--- src/rtl/srw_pkg.sv ---
// Package: shared state encodings and default command bytes for the
// serial register-write master.
package srw_pkg;

    // Default command byte for a frame that carries a register index
    localparam logic [7:0] CMD_INDEX_DEF = 8'h70;
    // Default command byte for a frame that carries a register value
    localparam logic [7:0] CMD_DATA_DEF  = 8'h72;

    // Frame engine phases
    typedef enum logic [2:0] {
        F_IDLE  = 3'd0,
        F_SETUP = 3'd1,
        F_LOW   = 3'd2,
        F_HIGH  = 3'd3,
        F_HOLD  = 3'd4,
        F_GAP   = 3'd5
    } frame_state_t;

    // Request sequencer states
    typedef enum logic [2:0] {
        S_IDLE    = 3'd0,
        S_IDX_GO  = 3'd1,
        S_IDX_RUN = 3'd2,
        S_DAT_GO  = 3'd3,
        S_DAT_RUN = 3'd4
    } seq_state_t;

endpackage

--- src/rtl/srw_tick_gen.sv ---
// Module: srw_tick_gen
// Makes a one-cycle tick every div_cfg+1 clocks while enabled.
// Assumes div_cfg is held stable while en is high. The counter is cleared
// while disabled, so the first tick always comes div_cfg+1 cycles after enable.
module srw_tick_gen #(
    parameter int DIV_W = 8
) (
    input  logic             clk,
    input  logic             rst_n,
    input  logic             en,
    input  logic [DIV_W-1:0] div_cfg,
    output logic             tick
);

    logic [DIV_W-1:0] cnt;

    // Terminal count reached (>= tolerates a setting lowered mid-count)
    assign tick = en && (cnt >= div_cfg);

    // Phase counter: clears when idle or on tick, otherwise counts up
    always_ff @(posedge clk) begin
        if (!rst_n) begin
            cnt <= '0;
        end else if (!en || tick) begin
            cnt <= '0;
        end else begin
            cnt <= cnt + 1'b1;
        end
    end


    tick_spacing_chk: assert property (@(posedge clk) disable iff (!rst_n)
        (tick && div_cfg != '0 && $stable(div_cfg)) |=> !tick);

endmodule

--- src/rtl/srw_frame_engine.sv ---
// Module: srw_frame_engine
// Shifts one FRAME_W-bit word out MSB first under an active-low select.
// Each step lasts one tick: select setup, then clock low/high per bit,
// then hold, then a gap with select high. done pulses on the last gap tick.
// Assumes start is only raised while active is low.
module srw_frame_engine #(
    parameter int FRAME_W = 24
) (
    input  logic               clk,
    input  logic               rst_n,
    input  logic               tick,
    input  logic               start,
    input  logic [FRAME_W-1:0] frame_in,
    output logic               active,
    output logic               done,
    output logic               ser_cs_n,
    output logic               ser_clk,
    output logic               ser_dout
);
    import srw_pkg::*;

    localparam int CNT_W = $clog2(FRAME_W);
    localparam logic [CNT_W-1:0] LAST_BIT = CNT_W'(FRAME_W - 1);

    frame_state_t       state;
    logic [FRAME_W-1:0] sr;
    logic [CNT_W-1:0]   bit_cnt;

    // Engine is busy whenever it has left idle
    assign active = (state != F_IDLE);
    // Frame plus trailing gap completed
    assign done   = tick && (state == F_GAP);

    // Phase sequencing and serial pin drive
    always_ff @(posedge clk) begin
        if (!rst_n) begin
            state    <= F_IDLE;
            sr       <= '0;
            bit_cnt  <= '0;
            ser_cs_n <= 1'b1;
            ser_clk  <= 1'b1;
            ser_dout <= 1'b1;
        end else begin
            case (state)
                F_IDLE: begin
                    if (start) begin
                        sr       <= frame_in;
                        bit_cnt  <= '0;
                        ser_cs_n <= 1'b0;
                        state    <= F_SETUP;
                    end
                end
                F_SETUP: begin
                    if (tick) begin
                        ser_clk  <= 1'b0;
                        ser_dout <= sr[FRAME_W-1];
                        state    <= F_LOW;
                    end
                end
                F_LOW: begin
                    if (tick) begin
                        ser_clk <= 1'b1;
                        state   <= F_HIGH;
                    end
                end
                F_HIGH: begin
                    if (tick) begin
                        if (bit_cnt == LAST_BIT) begin
                            state <= F_HOLD;
                        end else begin
                            sr       <= sr << 1;
                            bit_cnt  <= bit_cnt + 1'b1;
                            ser_clk  <= 1'b0;
                            ser_dout <= sr[FRAME_W-2];
                            state    <= F_LOW;
                        end
                    end
                end
                F_HOLD: begin
                    if (tick) begin
                        ser_cs_n <= 1'b1;
                        ser_dout <= 1'b1;
                        state    <= F_GAP;
                    end
                end
                F_GAP: begin
                    if (tick) begin
                        state <= F_IDLE;
                    end
                end
                default: begin
                    state <= F_IDLE;
                end
            endcase
        end
    end


    idle_lines_high_chk: assert property (@(posedge clk) disable iff (!rst_n)
        ser_cs_n |-> (ser_clk && ser_dout));


    data_stable_high_chk: assert property (@(posedge clk) disable iff (!rst_n)
        (!ser_cs_n && ser_clk && $past(ser_clk)) |-> $stable(ser_dout));


    clk_only_selected_chk: assert property (@(posedge clk) disable iff (!rst_n)
        !$stable(ser_clk) |-> !ser_cs_n);

endmodule

--- src/rtl/srw_sequencer.sv ---
// Module: srw_sequencer
// Accepts one request, then issues the index frame and, unless index-only,
// the data frame. Ready only in idle, so a request is held off until the
// last frame and its trailing gap are complete.
// Assumes eng_done pulses once per started frame.
module srw_sequencer #(
    parameter int             IDX_W     = 8,
    parameter int             VAL_W     = 16,
    parameter int             CMD_W     = 8,
    parameter logic [CMD_W-1:0] CMD_INDEX = 8'h70,
    parameter logic [CMD_W-1:0] CMD_DATA  = 8'h72
) (
    input  logic                   clk,
    input  logic                   rst_n,
    input  logic                   req_valid,
    output logic                   req_ready,
    input  logic [IDX_W-1:0]       req_index,
    input  logic [VAL_W-1:0]       req_value,
    input  logic                   req_index_only,
    input  logic                   eng_done,
    output logic                   start,
    output logic [CMD_W+VAL_W-1:0] frame
);
    import srw_pkg::*;

    seq_state_t       state;
    logic [IDX_W-1:0] idx_q;
    logic [VAL_W-1:0] val_q;
    logic             only_q;

    // Ready only when nothing is in flight
    assign req_ready = (state == S_IDLE);
    // Launch a frame from either GO state
    assign start = (state == S_IDX_GO) || (state == S_DAT_GO);
    // Select the word for the frame being launched
    assign frame = (state == S_IDX_GO) ? {CMD_INDEX, VAL_W'(idx_q)}
                                       : {CMD_DATA, val_q};

    // Request capture
    always_ff @(posedge clk) begin
        if (!rst_n) begin
            idx_q  <= '0;
            val_q  <= '0;
            only_q <= 1'b0;
        end else if (req_valid && req_ready) begin
            idx_q  <= req_index;
            val_q  <= req_value;
            only_q <= req_index_only;
        end
    end

    // Frame ordering
    always_ff @(posedge clk) begin
        if (!rst_n) begin
            state <= S_IDLE;
        end else begin
            case (state)
                S_IDLE:    if (req_valid) state <= S_IDX_GO;
                S_IDX_GO:  state <= S_IDX_RUN;
                S_IDX_RUN: if (eng_done) state <= only_q ? S_IDLE : S_DAT_GO;
                S_DAT_GO:  state <= S_DAT_RUN;
                S_DAT_RUN: if (eng_done) state <= S_IDLE;
                default:   state <= S_IDLE;
            endcase
        end
    end


    accept_drops_ready_chk: assert property (@(posedge clk) disable iff (!rst_n)
        (req_valid && req_ready) |=> !req_ready);


    index_only_ends_chk: assert property (@(posedge clk) disable iff (!rst_n)
        (state == S_IDX_RUN && eng_done && only_q) |=> req_ready);


    data_follows_index_chk: assert property (@(posedge clk) disable iff (!rst_n)
        (state == S_IDX_RUN && eng_done && !only_q) |=> start);

endmodule

--- src/rtl/serial_reg_writer.sv ---
// Module: serial_reg_writer (top)
// Register-write master for a three-wire serial display driver link.
// Each request becomes an index frame and an optional data frame, each
// CMD_W+VAL_W bits long, paced by a programmable phase divider.
// Assumes div_cfg is stable while busy.
module serial_reg_writer #(
    parameter int               IDX_W     = 8,
    parameter int               VAL_W     = 16,
    parameter int               CMD_W     = 8,
    parameter int               DIV_W     = 8,
    parameter logic [CMD_W-1:0] CMD_INDEX = srw_pkg::CMD_INDEX_DEF,
    parameter logic [CMD_W-1:0] CMD_DATA  = srw_pkg::CMD_DATA_DEF
) (
    input  logic             clk,
    input  logic             rst_n,
    input  logic [DIV_W-1:0] div_cfg,
    input  logic             req_valid,
    output logic             req_ready,
    input  logic [IDX_W-1:0] req_index,
    input  logic [VAL_W-1:0] req_value,
    input  logic             req_index_only,
    output logic             busy,
    output logic             ser_cs_n,
    output logic             ser_clk,
    output logic             ser_dout
);

    localparam int FRAME_W = CMD_W + VAL_W;

    logic               tick;
    logic               eng_active;
    logic               eng_done;
    logic               eng_start;
    logic [FRAME_W-1:0] eng_frame;

    // Busy mirrors the handshake
    assign busy = !req_ready;

    srw_tick_gen #(
        .DIV_W (DIV_W)
    ) u_tick (
        .clk     (clk),
        .rst_n   (rst_n),
        .en      (eng_active),
        .div_cfg (div_cfg),
        .tick    (tick)
    );

    srw_sequencer #(
        .IDX_W     (IDX_W),
        .VAL_W     (VAL_W),
        .CMD_W     (CMD_W),
        .CMD_INDEX (CMD_INDEX),
        .CMD_DATA  (CMD_DATA)
    ) u_seq (
        .clk            (clk),
        .rst_n          (rst_n),
        .req_valid      (req_valid),
        .req_ready      (req_ready),
        .req_index      (req_index),
        .req_value      (req_value),
        .req_index_only (req_index_only),
        .eng_done       (eng_done),
        .start          (eng_start),
        .frame          (eng_frame)
    );

    srw_frame_engine #(
        .FRAME_W (FRAME_W)
    ) u_eng (
        .clk      (clk),
        .rst_n    (rst_n),
        .tick     (tick),
        .start    (eng_start),
        .frame_in (eng_frame),
        .active   (eng_active),
        .done     (eng_done),
        .ser_cs_n (ser_cs_n),
        .ser_clk  (ser_clk),
        .ser_dout (ser_dout)
    );


    ready_only_deselected_chk: assert property (@(posedge clk) disable iff (!rst_n)
        req_ready |-> ser_cs_n);


    reset_idle_chk: assert property (@(posedge clk)
        $past(!rst_n) |-> (ser_cs_n && ser_clk && ser_dout && req_ready));

endmodule

--- config.mk ---
export PLATFORM = sky130hd
export DESIGN_NAME = serial_reg_writer
export DESIGN_NICKNAME = d
export VERILOG_FILES = /design/src/rtl/srw_pkg.sv /design/src/rtl/srw_tick_gen.sv /design/src/rtl/srw_frame_engine.sv /design/src/rtl/srw_sequencer.sv /design/src/rtl/serial_reg_writer.sv
export SDC_FILE = /design/constraint.sdc
export NUM_CORES = 1
export LEC_CHECK = 0
export CAP_MARGIN = 20
export CORE_MARGIN = 2
export CORE_UTILIZATION = 55
export DETAILED_ROUTE_END_ITERATION = 8
export GPL_TIMING_DRIVEN = 0
export PLACE_DENSITY = 0.88
export SYNTH_ARGS = -nofsm -noshare
export SYNTH_HDL_FRONTEND = slang
export SYNTH_HIERARCHICAL = 1
export SYNTH_SLANG_ARGS = --single-unit
--- constraint.sdc ---
create_clock -name clk -period 2.7 [get_ports clk]
set_input_delay 0.54 -clock clk [delete_from_list [all_inputs] [get_ports clk]]
set_output_delay 0.54 -clock clk [all_outputs]
set_load 0.005 [all_outputs]
==> flow_summary_export.csv <==
group,metric,value,unit
timing,slew_viol_final,0,
drt,first_iter_violations,164,
clocking,numCtsBuffers,9,
timing,finalCritPeriodShare,95.7,%
yosys,synthFlopType,"dfxtp_1",
yosys,synth_area,3430,um^2
floorplan,io_pins,41,
placement,dp_hpwl,5240,um
yosys,syn_inst,430,
critical_path,critPathCaptureType,"register",
status,status,"finished, final reports clean",
clocking,htreeDepth,3,
yosys,yosysSeqAreaShare,41.4,%
timing,tightestPinTransition,0.552,ns
grt,grt_pass1_wl,12500,um
timing,setup_viol,0,
cells_and_area,n_antenna_cell,0,
placement,gp_congestion,0.837,
yosys,synth-edff-count,0,
floorplan,core,5990,um^2
cells_and_area,nNetsFinal,544,
drt,drc,0,
grt,grt-ovfl-total,0,
drt,dr.pass1.iters,5,
yosys,yosysTopAreaCellShare,41.4,%
critical_path,reg2reg_depth,13,
critical_path,cp.required,2.93,ns
drt,wl_per_cell,13.4,um
timing,skew,0.00525,ns
critical_path,start_kind,"input port",
critical_path,r2r_setup_slack,0.40,ns
drt,ant_nets,0,
cells_and_area,areaGrowthSynthToFinish,26.3,%
clocking,cts_tree,"yes",
grt,grt_pass1_vias,2909,
yosys,netlist.top_cell.by_area,"dfxtp_1",
placement,io_buffers,40,
critical_path,r2r-end,"u_eng/sr[21]$_SDFFE_PN0P_",
critical_path,critPathArrivalTime,2.81,ns
timing,fmax,387,MHz
yosys,syn_area_per_cell,7.98,um^2
cells_and_area,stdcell_area,4340,um^2
timing,fin_crit,2.58,ns
critical_path,worstSetupEndpoint,"u_eng/sr[21]$_SDFFE_PN0P_",
grt,antenna_found_initial,0,
grt,grt_start_max_net_pins,13,
drt,vias,3205,
placement,dp_slack,-0.391,ns
floorplan,initial_core_util,57.3,%
yosys,ys_ff_latch,71,
drt,via_per_inst,5.54,
flow_run,cap_violations,0,
placement,placed_area,3950,um^2
drt,drt_wl_total,7760,um
timing,fin_setup_tns,0,ns
pwr,peakVddDrop,0.737,mV
floorplan,die_w,83.0,um
yosys,yosysUniqueCellTypes,49,
pwr,p_per_area,635,nW/um^2
floorplan,rows,28,
floorplan,die_h,83.0,um
clocking,insertion_delay,0.35,ns
clocking,cts_sinks,71,
yosys,async_flop_share,0,%
critical_path,timing.rr.start,"u_tick/cnt[0]$_SDFF_PP0_",
critical_path,critical_path_class,"input port to register",
timing,relSlewSlack,63.1,%
yosys,yosys_warnings,6,
clocking,cts_max_path_buffers,2,
clocking,clockRootBuffer,"clkbuf_8",
worst_hold_path,min_path_type,"register to register",
cells_and_area,drive_above_1_share,14.5,%
clocking,cts.clk_slew.worst_paths,0.07,ns
critical_path,crit_path_max_fanout,7,
pwr,p_leak,1.71,nW
grt,track_usage,21.6,%
floorplan,dieArea,6890,um^2
timing,hold_viol_final,0,
yosys,synthTopCellsByArea,"dfxtp_1, nand2_1, o21ai_0",
clocking,cts-hold-fix-buffers,0,
critical_path,worstSetupStartpoint,"div_cfg[2]",
timing,layout_setup_ws,0.115,ns
worst min-delay path by stage:
stage | startpoint | end | slack [ns] | cells after the start
after global placement | u_seq/val_q[0]$_SDFFE_PN0P_ | u_seq/val_q[0]$_SDFFE_PN0P_ | 0.44 | 2
after CTS | u_seq/val_q[8]$_SDFFE_PN0P_ | u_seq/val_q[8]$_SDFFE_PN0P_ | 0.46 | 2
after floorplan | u_seq/val_q[0]$_SDFFE_PN0P_ | u_seq/val_q[0]$_SDFFE_PN0P_ | 0.43 | 2
after detailed placement | u_seq/idx_q[0]$_SDFFE_PN0P_ | u_seq/idx_q[0]$_SDFFE_PN0P_ | 0.45 | 2
final | u_seq/val_q[8]$_SDFFE_PN0P_ | u_seq/val_q[8]$_SDFFE_PN0P_ | 0.46 | 2
after global routing | u_seq/val_q[10]$_SDFFE_PN0P_ | u_seq/val_q[10]$_SDFFE_PN0P_ | 0.48 | 2
cell usage in the layout, fill, tap and decap left out, types with 2 or more instances in the layout:
cell,n
conb_1,7
clkbuf_4,2
clkbuf_8,11
nor2_1,17
xor2_1,2
o21ai_0,36
nor3b_1,2
ha_1,10
o21ai_2,2
mux2_2,9
bufinv_16,4
and2_1,2
nand2_1,89
clkbuf_1,14
xnor2_1,6
buf_2,10
clkdlybuf4s50_1,40
nor2b_1,14
nor3_1,2
buf_6,3
buf_4,20
dfxtp_1,71
a31oi_1,24
a21oi_1,11
o21ai_1,18
nand3_1,33
inv_1,14
report_power, final:
part / internal [mW] / switching [mW]
combinational: 0.207 / 0.208
sequential: 1.13 / 0.0475
clock: 0.758 / 0.402
total: 2.10 / 0.658
layout make-up:
class | instances | area (um^2)
fillers | 457 | 1650
flip-flops and latches | 71 | 1420
inverters | 14 | 52.6
multi-input cells | 312 | 1780
plain buffers | 38 | 219
well taps | 75 | 93.8
repair buffers | 52 | 488
clock buffers | 11 | 151
clock inverters | 5 | 128
cells by family (layout without fill, tap and decap cells):
logic type,after synthesis,count (layout),synth area share (%)
compound gates,104,104,17.7
xor+xnor,8,8,2.04
fa+ha+maj,10,10,3.64
buf+inv,52,120,7.69
flops,71,71,41.4
mux,10,10,3.39
other cells,2,7,0.219
simple gates,173,173,23.9
metrics by stage:
stage	total power, mW	cells	hold slack (ns)	utilization [%]
floorplan	1.44	435	0.426	-
global route	2.85	578	0.477	72.4
global placement	1.56	550	0.440	65.9
CTS	2.74	567	0.461	70.7
finish	2.76	578	0.458	72.4
detailed placement	1.58	550	0.448	65.9
worst max-delay path: stages:
cell,delay (ns)
clkdlybuf4s50_1,0.45
inv_1,0.04
ha_1,0.32
a211oi_2,0.24
o21ai_2,0.08
a21oi_1,0.19
nor2b_1,0.07
buf_4,0.17
nand4b_4,0.12
o21ai_4,0.09
buf_4,0.16
buf_6,0.12
o21ai_1,0.15
a31oi_1,0.07
synth_stat cells, types with 2 or more instances:
cell,count
mux2_2,9
clkbuf_1,14
dfxtp_1,71
buf_2,12
buf_6,3
nor3b_1,2
o21ai_1,19
nand2_1,89
and2_1,2
nor3_1,3
xnor2_1,6
a21oi_1,11
buf_4,8
inv_1,14
nor2_1,18
nor2b_1,14
ha_1,10
xor2_1,2
conb_1,2
a31oi_1,24
nand3_1,33
o21ai_0,37
metal layers:
layer	routed length, um	vias up	global-route usage, %
met5	0	-	0
li1	-	1603	-
met2	3880	107	39.1
met4	70	0	5.81
met3	415	9	6.16
met1	3400	1486	24.8
state kept, by name, summed over array words and instances (netlist names):
register        cells
u_eng/bit_cnt       5
u_eng/ser_dout      1
u_seq/idx_q         8
u_eng/sr           24
u_eng/ser_cs_n      1
u_seq/val_q        16
u_seq/state         3
u_tick/cnt          8
u_eng/ser_clk       1
u_seq/only_q        1
u_eng/state         3
timing repair:
item / 4_1_cts / 5_1_grt
setup endpoints to repair: 12 / 28
resized for setup: 1 / 11
setup buffers: 1 / 10
gates cloned: 0 / 1
pin swaps: 1 / 3
Note: power is estimated with default switching activity, not from simulation.
